==> config.mk <==
export PLATFORM = sky130hd
export DESIGN_NAME = acclink_uop
export DESIGN_NICKNAME = d
export VERILOG_FILES = /design/src/rtl/acclink_pkg.sv /design/src/rtl/acclink_decode.sv /design/src/rtl/acclink_arith.sv /design/src/rtl/acclink_rotate.sv /design/src/rtl/acclink_uop.sv
export SDC_FILE = /design/constraint.sdc
export NUM_CORES = 1
export LEC_CHECK = 0
export BUFFER_PORTS_ARGS = -buffer_cell sky130_fd_sc_hd__buf_2
export CAP_MARGIN = 40
export CORE_UTILIZATION = 45
export CTS_CLUSTER_SIZE = 12
export DETAILED_ROUTE_END_ITERATION = 16
export PLACE_DENSITY = 0.68
export SLEW_MARGIN = 40
export SYNTH_ARGS = -nofsm -noshare
export SYNTH_HDL_FRONTEND = slang
export SYNTH_SLANG_ARGS = --single-unit
==> constraint.sdc <==
create_clock -name clk -period 3.6 [get_ports clk]
set_input_delay 0.72 -clock clk [delete_from_list [all_inputs] [get_ports clk]]
set_output_delay 0.72 -clock clk [all_outputs]
set_load 0.02 [all_outputs]
==> src/rtl/acclink_pkg.sv <==
package acclink_pkg;

  typedef struct packed {
    logic grp1;
    logic clr_ac;
    logic clr_lk;
    logic cmp_ac;
    logic cmp_lk;
    logic rot_r;
    logic rot_l;
    logic rot_dbl;
    logic inc;
  } uop_ctrl_t;

endpackage

==> src/rtl/acclink_decode.sv <==
module acclink_decode
  import acclink_pkg::*;
#(
  parameter int DATA_W = 12
) (
  input  logic [DATA_W-1:0] instr_i,
  output uop_ctrl_t         ctrl_o
);
  localparam int OPC_LO  = DATA_W - 3;
  localparam int GRP_BIT = DATA_W - 4;
  localparam int CLA_BIT = DATA_W - 5;
  localparam int CLL_BIT = DATA_W - 6;
  localparam int CMA_BIT = DATA_W - 7;
  localparam int CML_BIT = DATA_W - 8;
  localparam int RR_BIT  = DATA_W - 9;
  localparam int RL_BIT  = DATA_W - 10;
  localparam int DBL_BIT = DATA_W - 11;
  localparam int INC_BIT = DATA_W - 12;

  always_comb begin
    ctrl_o.grp1    = (instr_i[DATA_W-1:OPC_LO] == 3'b111) && !instr_i[GRP_BIT];
    ctrl_o.clr_ac  = instr_i[CLA_BIT];
    ctrl_o.clr_lk  = instr_i[CLL_BIT];
    ctrl_o.cmp_ac  = instr_i[CMA_BIT];
    ctrl_o.cmp_lk  = instr_i[CML_BIT];
    ctrl_o.rot_r   = instr_i[RR_BIT];
    ctrl_o.rot_l   = instr_i[RL_BIT];
    ctrl_o.rot_dbl = instr_i[DBL_BIT];
    ctrl_o.inc     = instr_i[INC_BIT];
  end
endmodule

==> src/rtl/acclink_arith.sv <==
module acclink_arith
  import acclink_pkg::*;
#(
  parameter int DATA_W = 12
) (
  input  uop_ctrl_t         ctrl_i,
  input  logic [DATA_W-1:0] ac_i,
  input  logic              link_i,
  output logic [DATA_W:0]   pair_o
);
  logic [DATA_W-1:0] ac_clr, ac_cmp, ac_inc;
  logic              lk_clr, lk_cmp, carry;

  always_comb begin
    ac_clr = ctrl_i.clr_ac ? '0 : ac_i;
    lk_clr = ctrl_i.clr_lk ? 1'b0 : link_i;
    ac_cmp = ctrl_i.cmp_ac ? ~ac_clr : ac_clr;
    lk_cmp = ctrl_i.cmp_lk ? ~lk_clr : lk_clr;
    {carry, ac_inc} = {1'b0, ac_cmp} + {{DATA_W{1'b0}}, ctrl_i.inc};
    pair_o = {lk_cmp ^ carry, ac_inc};
  end


  always_comb begin
    carry_src_chk: assert (!carry || (ctrl_i.inc && (&ac_cmp)));
  end
endmodule

==> src/rtl/acclink_rotate.sv <==
module acclink_rotate #(
  parameter int DATA_W = 12
) (
  input  logic [DATA_W:0] pair_i,
  input  logic            rot_r_i,
  input  logic            rot_l_i,
  input  logic            dbl_i,
  output logic [DATA_W:0] pair_o
);
  localparam int PW = DATA_W + 1;

  logic [DATA_W:0] r1, r2, l1, l2;

  for (genvar i = 0; i < PW; i++) begin : g_bit
    assign r1[i] = pair_i[(i + 1) % PW];
    assign r2[i] = pair_i[(i + 2) % PW];
    assign l1[i] = pair_i[(i + PW - 1) % PW];
    assign l2[i] = pair_i[(i + PW - 2) % PW];
  end

  always_comb begin
    if (rot_r_i && !rot_l_i)      pair_o = dbl_i ? r2 : r1;
    else if (rot_l_i && !rot_r_i) pair_o = dbl_i ? l2 : l1;
    else                          pair_o = pair_i;
  end


  always_comb begin
    rot_ones_chk: assert ($countones(pair_o) == $countones(pair_i));
  end
endmodule

==> src/rtl/acclink_uop.sv <==
module acclink_uop
  import acclink_pkg::*;
#(
  parameter int DATA_W  = 12,
  parameter bit REG_OUT = 1'b1
) (
  input  logic              clk,
  input  logic              rst,
  input  logic [DATA_W-1:0] instr_i,
  input  logic [DATA_W-1:0] ac_i,
  input  logic              link_i,
  output logic [DATA_W-1:0] ac_o,
  output logic              link_o,
  output logic              g1_valid_o
);
  uop_ctrl_t       ctrl;
  logic [DATA_W:0] arith_pair, rot_pair, next_pair;
  logic            keep;

  acclink_decode #(.DATA_W(DATA_W)) u_dec (
    .instr_i (instr_i),
    .ctrl_o  (ctrl)
  );

  acclink_arith #(.DATA_W(DATA_W)) u_arith (
    .ctrl_i (ctrl),
    .ac_i   (ac_i),
    .link_i (link_i),
    .pair_o (arith_pair)
  );

  acclink_rotate #(.DATA_W(DATA_W)) u_rot (
    .pair_i  (arith_pair),
    .rot_r_i (ctrl.rot_r),
    .rot_l_i (ctrl.rot_l),
    .dbl_i   (ctrl.rot_dbl),
    .pair_o  (rot_pair)
  );

  assign keep      = !ctrl.grp1 || (ctrl.rot_r && ctrl.rot_l);
  assign next_pair = keep ? {link_i, ac_i} : rot_pair;

  if (REG_OUT) begin : g_reg
    always_ff @(posedge clk) begin
      if (rst) begin
        ac_o       <= '0;
        link_o     <= 1'b0;
        g1_valid_o <= 1'b0;
      end else begin
        ac_o       <= next_pair[DATA_W-1:0];
        link_o     <= next_pair[DATA_W];
        g1_valid_o <= ctrl.grp1;
      end
    end


    valid_dec_chk: assert property (@(posedge clk) disable iff (rst)
      !$past(rst) |-> g1_valid_o ==
        (($past(instr_i[DATA_W-1 -: 3]) == 3'b111) && !$past(instr_i[DATA_W-4])));


    other_grp_chk: assert property (@(posedge clk) disable iff (rst)
      (!$past(rst) && !g1_valid_o) |->
        (ac_o == $past(ac_i)) && (link_o == $past(link_i)));


    both_rot_chk: assert property (@(posedge clk) disable iff (rst)
      (!$past(rst) && g1_valid_o && $past(instr_i[DATA_W-9]) && $past(instr_i[DATA_W-10]))
        |-> (ac_o == $past(ac_i)) && (link_o == $past(link_i)));


    clear_both_chk: assert property (@(posedge clk) disable iff (rst)
      (!$past(rst) && g1_valid_o && $past(instr_i[DATA_W-5]) && $past(instr_i[DATA_W-6])
        && !$past(instr_i[DATA_W-7]) && !$past(instr_i[DATA_W-8])
        && ($past(instr_i[DATA_W-12 +: 4]) == 4'b0000))
        |-> (ac_o == '0) && !link_o);
  end else begin : g_comb
    always_comb begin
      ac_o       = next_pair[DATA_W-1:0];
      link_o     = next_pair[DATA_W];
      g1_valid_o = ctrl.grp1;
    end
  end
endmodule

==> results.md, run 1 <==
* Status: complete, no violations
* DP Area at ~2000 um2
* Drc violations at 0
* # rows at 22
* Worst-margin pin slew at slightly above 600 ps
* Sink Count at 14
* Critical Path Start Type: input port
* Post-DRT Antenna Nets at 0
* CTS hold repair buffers at 0
* Die Height at between 60 and 70 um
* Critical Path RT at approximately 3700 ps
* Routed len/inst at ~16 um
* Crit-path cells: buf_2, nor2b_1, xnor2_1, ha_1, and4_4, nand2_4, a22oi_4, mux2i_1, a2111oi_2, o21ai_1, a31o_1
* Layout cells sized above 1 at 0.2286
* Cts bufs inserted at 3
* Post-Syn Area at approximately 1900 um2
* DP Worst Slack at between 400 and 500 ps
* CP top delay family: compound AO/OA/AOI/OAI gates
* Cells after Synth at 250
* Crit path max fanout at 7
* Reg clk slew, reported paths at roughly 60 ps
* Core area at ~3800 um2
* Via count at roughly 2,100
* Synth Register Bits at 14
* Hold_sp: link_i
* CP max-delay cell: a2111oi_2
* Initial antenna violation count at 0
* Critical Path Source: ac_i[0]
* Non-filler instance count after layout at between 300 and 400
* Post-route minimum period at between 2000 and 3000 ps
* Synth Area per Inst at between 7 and 8 um2
* Fmax at between 300 and 400 MHz
* RSZ-0062 raised after global routing: false
* Final setup fails at 0
* Die area at 4378 um2
* Clock Tree Buf Depth at 2
* Hold Path Class: input port to flip-flop
* Kind of critical path: input port to flip-flop
* Buf/Inv on CP at 1
* Area grow syn2layout at 12.69%
* Synth cell types at between 60 and 70
* DRT iter0 DRCs at between 150 and 200
* Avg Vias per Cell at ~6.5
* IO Pins at roughly 40
* Max_slew headroom at 0.5919
* Clock H-tree levels at 1
* Global-route wire length before repair at approximately 8700 um
* Hold Vio Cnt, Final at 0
* Final Max Slew Viols at 0
* Setup WS post-layout at ~700 ps
* Die W at 66.17 um
* Total gr overflow at 0
* DP Cell Count at 324
* Final Instance Area at 2088 um2
* Pre-antenna DRT Iters at 5
* Setup repair bufs after CTS at 0
* Vias in the first global route at around 1,800
* Antenna cells at 0
* Fin crit share at 0.8092
* Initial core utilization at 0.4878
* Dpl hpwl at just over 4000 um
* Worst IR drop on VDD at about 0.00011 V
* GRT Total Usage at 0.2601
* CTS tree: built
* CP endpoint kind: flip-flop
* Final setup TNS at 0 ps
* Static Leakage at roughly 0.86 nW
* Routability cong. at between 0.9 and 1
* CTS resizes at 0
* Largest net degree at the start of global routing at 29
* NumNets Final at 310
* Buffers on Ports at 40
* Number of max-cap violations at 0
* Yosys Warn Count at 0
* CP max stage delay at 510 ps
* Register area share after synthesis at 0.1512
* Mapped Nets at 279
* Final Power at about 0.56 mW
* Post-Route WL at 5385 um
* PwrDens at 266.9 nW/um2
* Number of synthesized flops with an enable pin at 0
* Most used flip-flop cell after synthesis: dfxtp_1
* Asr flop ratio synth at 0
* Worst EP arrival at 3050 ps
* Clock root buffer: clkbuf_8
-- sequential cells by signal (all words and copies together) (netlist names) --
register    flops
g1_valid_o      1
link_o          1
ac_o           12
-- layer usage --
metal / global-route usage / vias to the layer above / share of wire
met5: 0 / - / 0
met4: 0.1250 / 0 / 0.026
met3: 0.02759 / 15 / 0.084
met2: 0.3967 / 135 / 0.44
met1: 0.3605 / 972 / 0.45
li1: - / 1008 / -
-- per-stage QoR --
step	hold WS (ps)	util
2_1_floorplan	800.2	-
3_3_place_gp	1013	0.5352
3_5_place_dp	1029	0.5352
4_1_cts	772.8	0.5497
5_1_grt	776.2	0.5497
6_report	766.9	0.5497
-- cell usage in the layout, fill, tap and decap left out, types with 8 or more instances in the layout --
cell type / instances
buf_2: 40
nand2_1: 24
o21ai_0: 19
a21oi_1: 18
nor2_1: 17
xnor2_1: 14
dfxtp_1: 14
nor3_1: 8
inv_1: 8
-- Yosys cell counts, types with 3 or more instances --
library cell	count	share of area
a211o_1	3	0.014
nor4_1	4	0.014
buf_6	3	0.018
a21oi_1	18	0.049
nor2_1	17	0.034
dfxtp_1	14	0.15
and3_1	3	0.010
xnor2_1	14	0.066
mux2i_1	4	0.022
buf_4	4	0.016
a31oi_1	6	0.020
o21ai_1	3	0.0081
nand2_1	24	0.049
o21bai_1	3	0.012
a221oi_1	3	0.014
nor3_1	8	0.022
inv_1	8	0.016
nor2b_1	7	0.024
o211ai_1	3	0.012
o211a_1	3	0.016
clkbuf_1	9	0.018
o21a_1	3	0.012
nand4_1	4	0.014
and2_1	6	0.020
nand3_1	7	0.019
nand2b_1	4	0.014
o21ai_0	19	0.051
-- final cells by class --
type | count | area [um2]
fill | 388 | 1710
multi-input combinational | 210 | 1436
sequential | 14 | 280.3
timing repair buffer | 43 | 222.7
tap | 48 | 60.06
clock buffer | 4 | 55.05
inverter | 9 | 33.78
-- where the power goes --
group          total [mW]  internal [mW]  switching [mW]
Combinational       0.230         0.0846           0.145
Clock               0.161         0.0972          0.0636
Sequential          0.167          0.165         0.00180
-- kinds of logic after synthesis --
group	synth area share
AO/OA/AOI/OAI	0.3754
XOR/XNOR	0.07968
adder cells (fa/ha/maj)	0.01350
buffers and inverters	0.07359
flip-flops	0.1512
multiplexers	0.02768
AND/OR/NAND/NOR	0.2789
-- worst paths after layout --
path	endpoint	slack, ps	cells after the start
max	ac_o[10]$_SDFF_PP0_	690	11
min	link_o$_SDFF_PP0_	770	2
No activity file was read; power rests on OpenSTA's default activity.
==> run 2, diff against run 1 <==
- clock period: 3.6 -> 2.7 ns (I/O delays scaled with it)
==> run 2 against run 1 <==
Setup slack got worse by 440 ps. First-iteration DRC count increased by 26%. Final cell count increased by 5.8%. Die area unchanged. Total power increased by 38%. Sequential power increased by 33%. Worst hold slack got worse by 200 ps. Count of clock-buffer cells in the layout unchanged. Routed wire length increased by 0.84%. Critical path type unchanged. Critical endpoint is now ac_o[11]$_SDFF_PP0_.
==> results.md, run 2 (synthesis gave the netlist of run 1 again) <==
* Initial core utilization at 0.4878
* Int Power at about 0.5 mW
* Max FFs per register at 12
* Sink Count at 14
* Via count at around 2,100
* Footprint of the multi-input gates at ~1500 um2
* Critical Path Start Type: input port
* Post-DRT Antenna Nets at 0
* Dpl hpwl at approximately 4200 um
* Routed len/inst at between 15 and 20 um
* Total gr overflow at 0
* Final setup fails at 0
* CTS resizes at 0
* Cts bufs inserted at 3
* Die Height at between 60 and 70 um
* Initial antenna violation count at 0
* Post-route minimum period at between 2000 and 2500 ps
* Post-Route WL at around 5400 um
* Reg power frac at 0.288
* Most frequent cells in the layout: buf_2 (40), nand2_1 (24), buf_4 (22), o21ai_0 (19), a21oi_1 (18)
* CTS tree: built
* Worst EP arrival at about 2700 ps
* Clock H-tree levels at 1
* GRT Total Usage at 0.2652
* Avg Vias per Cell at roughly 6.2
* Vias in the first global route at around 1,900
* Final hold slack at roughly 570 ps
* Hold Path Class: input port to flip-flop
* Hold Vio Cnt, Final at 0
* Worst-margin pin slew at roughly 560 ps
* Setup crit end: ac_o[11]$_SDFF_PP0_
* RSZ-0062 raised after global routing: false
* Area grow syn2layout at 21.54%
* Buf/Inv on CP at 2
* CP max-delay cell: a222oi_1
* Number of max-cap violations at 0
* Largest net degree at the start of global routing at 23
* Top Registers: ac_o (12), g1_valid_o (1), link_o (1)
* Clock share of power at 0.277
* Fillers at 370
* DRT iter0 DRCs at about 250
* Final Instance Area at between 2000 and 2500 um2
* Fmax at slightly above 400 MHz
* Drc violations at 0
* DP Area at between 2000 and 2500 um2
* Clock root buffer: clkbuf_8
* Leading cell type in the layout, fill and taps excluded: buf_2
* Setup repair bufs after CTS at 0
* Switching Power at around 0.29 mW
* PwrDens at around 340 nW/um2
* CP max stage delay at 340 ps
* Pre-antenna DRT Iters at 5
* Final Power at 0.7717 mW
* # rows at 22
* CP top delay family: compound AO/OA/AOI/OAI gates
* Status: complete, no violations
* Worst IR drop on VDD at approximately 0.00019 V
* Crit-path cells: buf_2, nor2b_4, xnor2_2, ha_2, and4_4, nand2_4, a222oi_1, buf_4, xnor2_1, nand2_1, a31oi_1, o21a_1
* Fin crit share at 0.9077
* Routability cong. at between 0.9 and 1
* Antenna cells at 0
* NumNets Final at roughly 330
* CP endpoint kind: flip-flop
* Die area at approximately 4400 um2
* Switching share of power at 0.3701
* Critical Path Stages at 12
* Top reg by flops: ac_o
* Die W at 66.17 um
* CTS hold repair buffers at 0
* Layout cells sized above 1 at 0.2910
* Critical Path Source: ac_i[0]
* Clock Tree Buf Depth at 2
* Reg clk slew, reported paths at about 60 ps
* Max_slew headroom at 0.6267
* Buffers on Ports at 40
* Register Area at 280.3 um2
* Critical Path RT at 2900 ps
* Static Leakage at approximately 0.96 nW
* Final Max Slew Viols at 0
* Core area at between 3000 and 4000 um2
* Global-route wire length before repair at 8914 um
* Crit path max fanout at 6
* IO Pins at just over 40
* Kind of critical path: input port to flip-flop
* Comb power frac at 0.435
[run 2: cell count changes in the layout (fill, tap and decap cells not counted)]
cell,before,now
mux2i_2,0,1
xnor2_1,14,13
mux2i_1,4,3
ha_2,0,1
nor2b_4,0,1
nor2b_1,7,6
xnor2_2,1,2
buf_4,3,22
ha_1,2,1
[run 2: power groups by stage]
stage	Clock [mW]	Sequential [mW]	Combinational, mW
after floorplan	0	0.245	0.213
after global placement	0	0.227	0.329
after detailed placement	0	0.227	0.330
after CTS	0.211	0.222	0.332
after global routing	0.217	0.223	0.367
final	0.214	0.222	0.336
[run 2: layer usage]
layer	vias to the layer above	routed length (um)	share of wire	track usage
li1	1043	-	-	-
met4	0	114	0.021	0.1037
met5	-	0	0	0
met3	8	422	0.078	0.01379
met1	990	2413	0.44	0.3738
met2	108	2479	0.46	0.4196
[run 2: how the worst min path moves through the flow]
stage / start / to / cells after the start
2_1_floorplan: rst / g1_valid_o$_SDFF_PP0_ / 1
4_1_cts: link_i / link_o$_SDFF_PP0_ / 2
3_5_place_dp: link_i / link_o$_SDFF_PP0_ / 2
5_1_grt: link_i / link_o$_SDFF_PP0_ / 2
3_3_place_gp: link_i / link_o$_SDFF_PP0_ / 2
6_report: link_i / link_o$_SDFF_PP0_ / 2
[run 2: stage by stage]
step | instances | TNS [ps] | worst slack [ps] | util
3_3_place_gp | 343 | 0 | 29.84 | 0.5784
2_1_floorplan | 250 | -25.39 | -17.57 | -
6_report | 347 | 0 | 249.2 | 0.5929
4_1_cts | 347 | 0 | 226.8 | 0.5929
3_5_place_dp | 343 | -50.78 | -27.80 | 0.5784
5_1_grt | 347 | 0 | 31.46 | 0.5929
[run 2: final cells by class]
| cell class | instances | area share |
|---|---|---|
| multi-input combinational | 210 | 0.6472 |
| timing repair buffer | 62 | 0.1622 |
| sequential | 14 | 0.1244 |
| tap | 48 | 0.02667 |
| clock buffer | 4 | 0.02444 |
| inverter | 9 | 0.01500 |
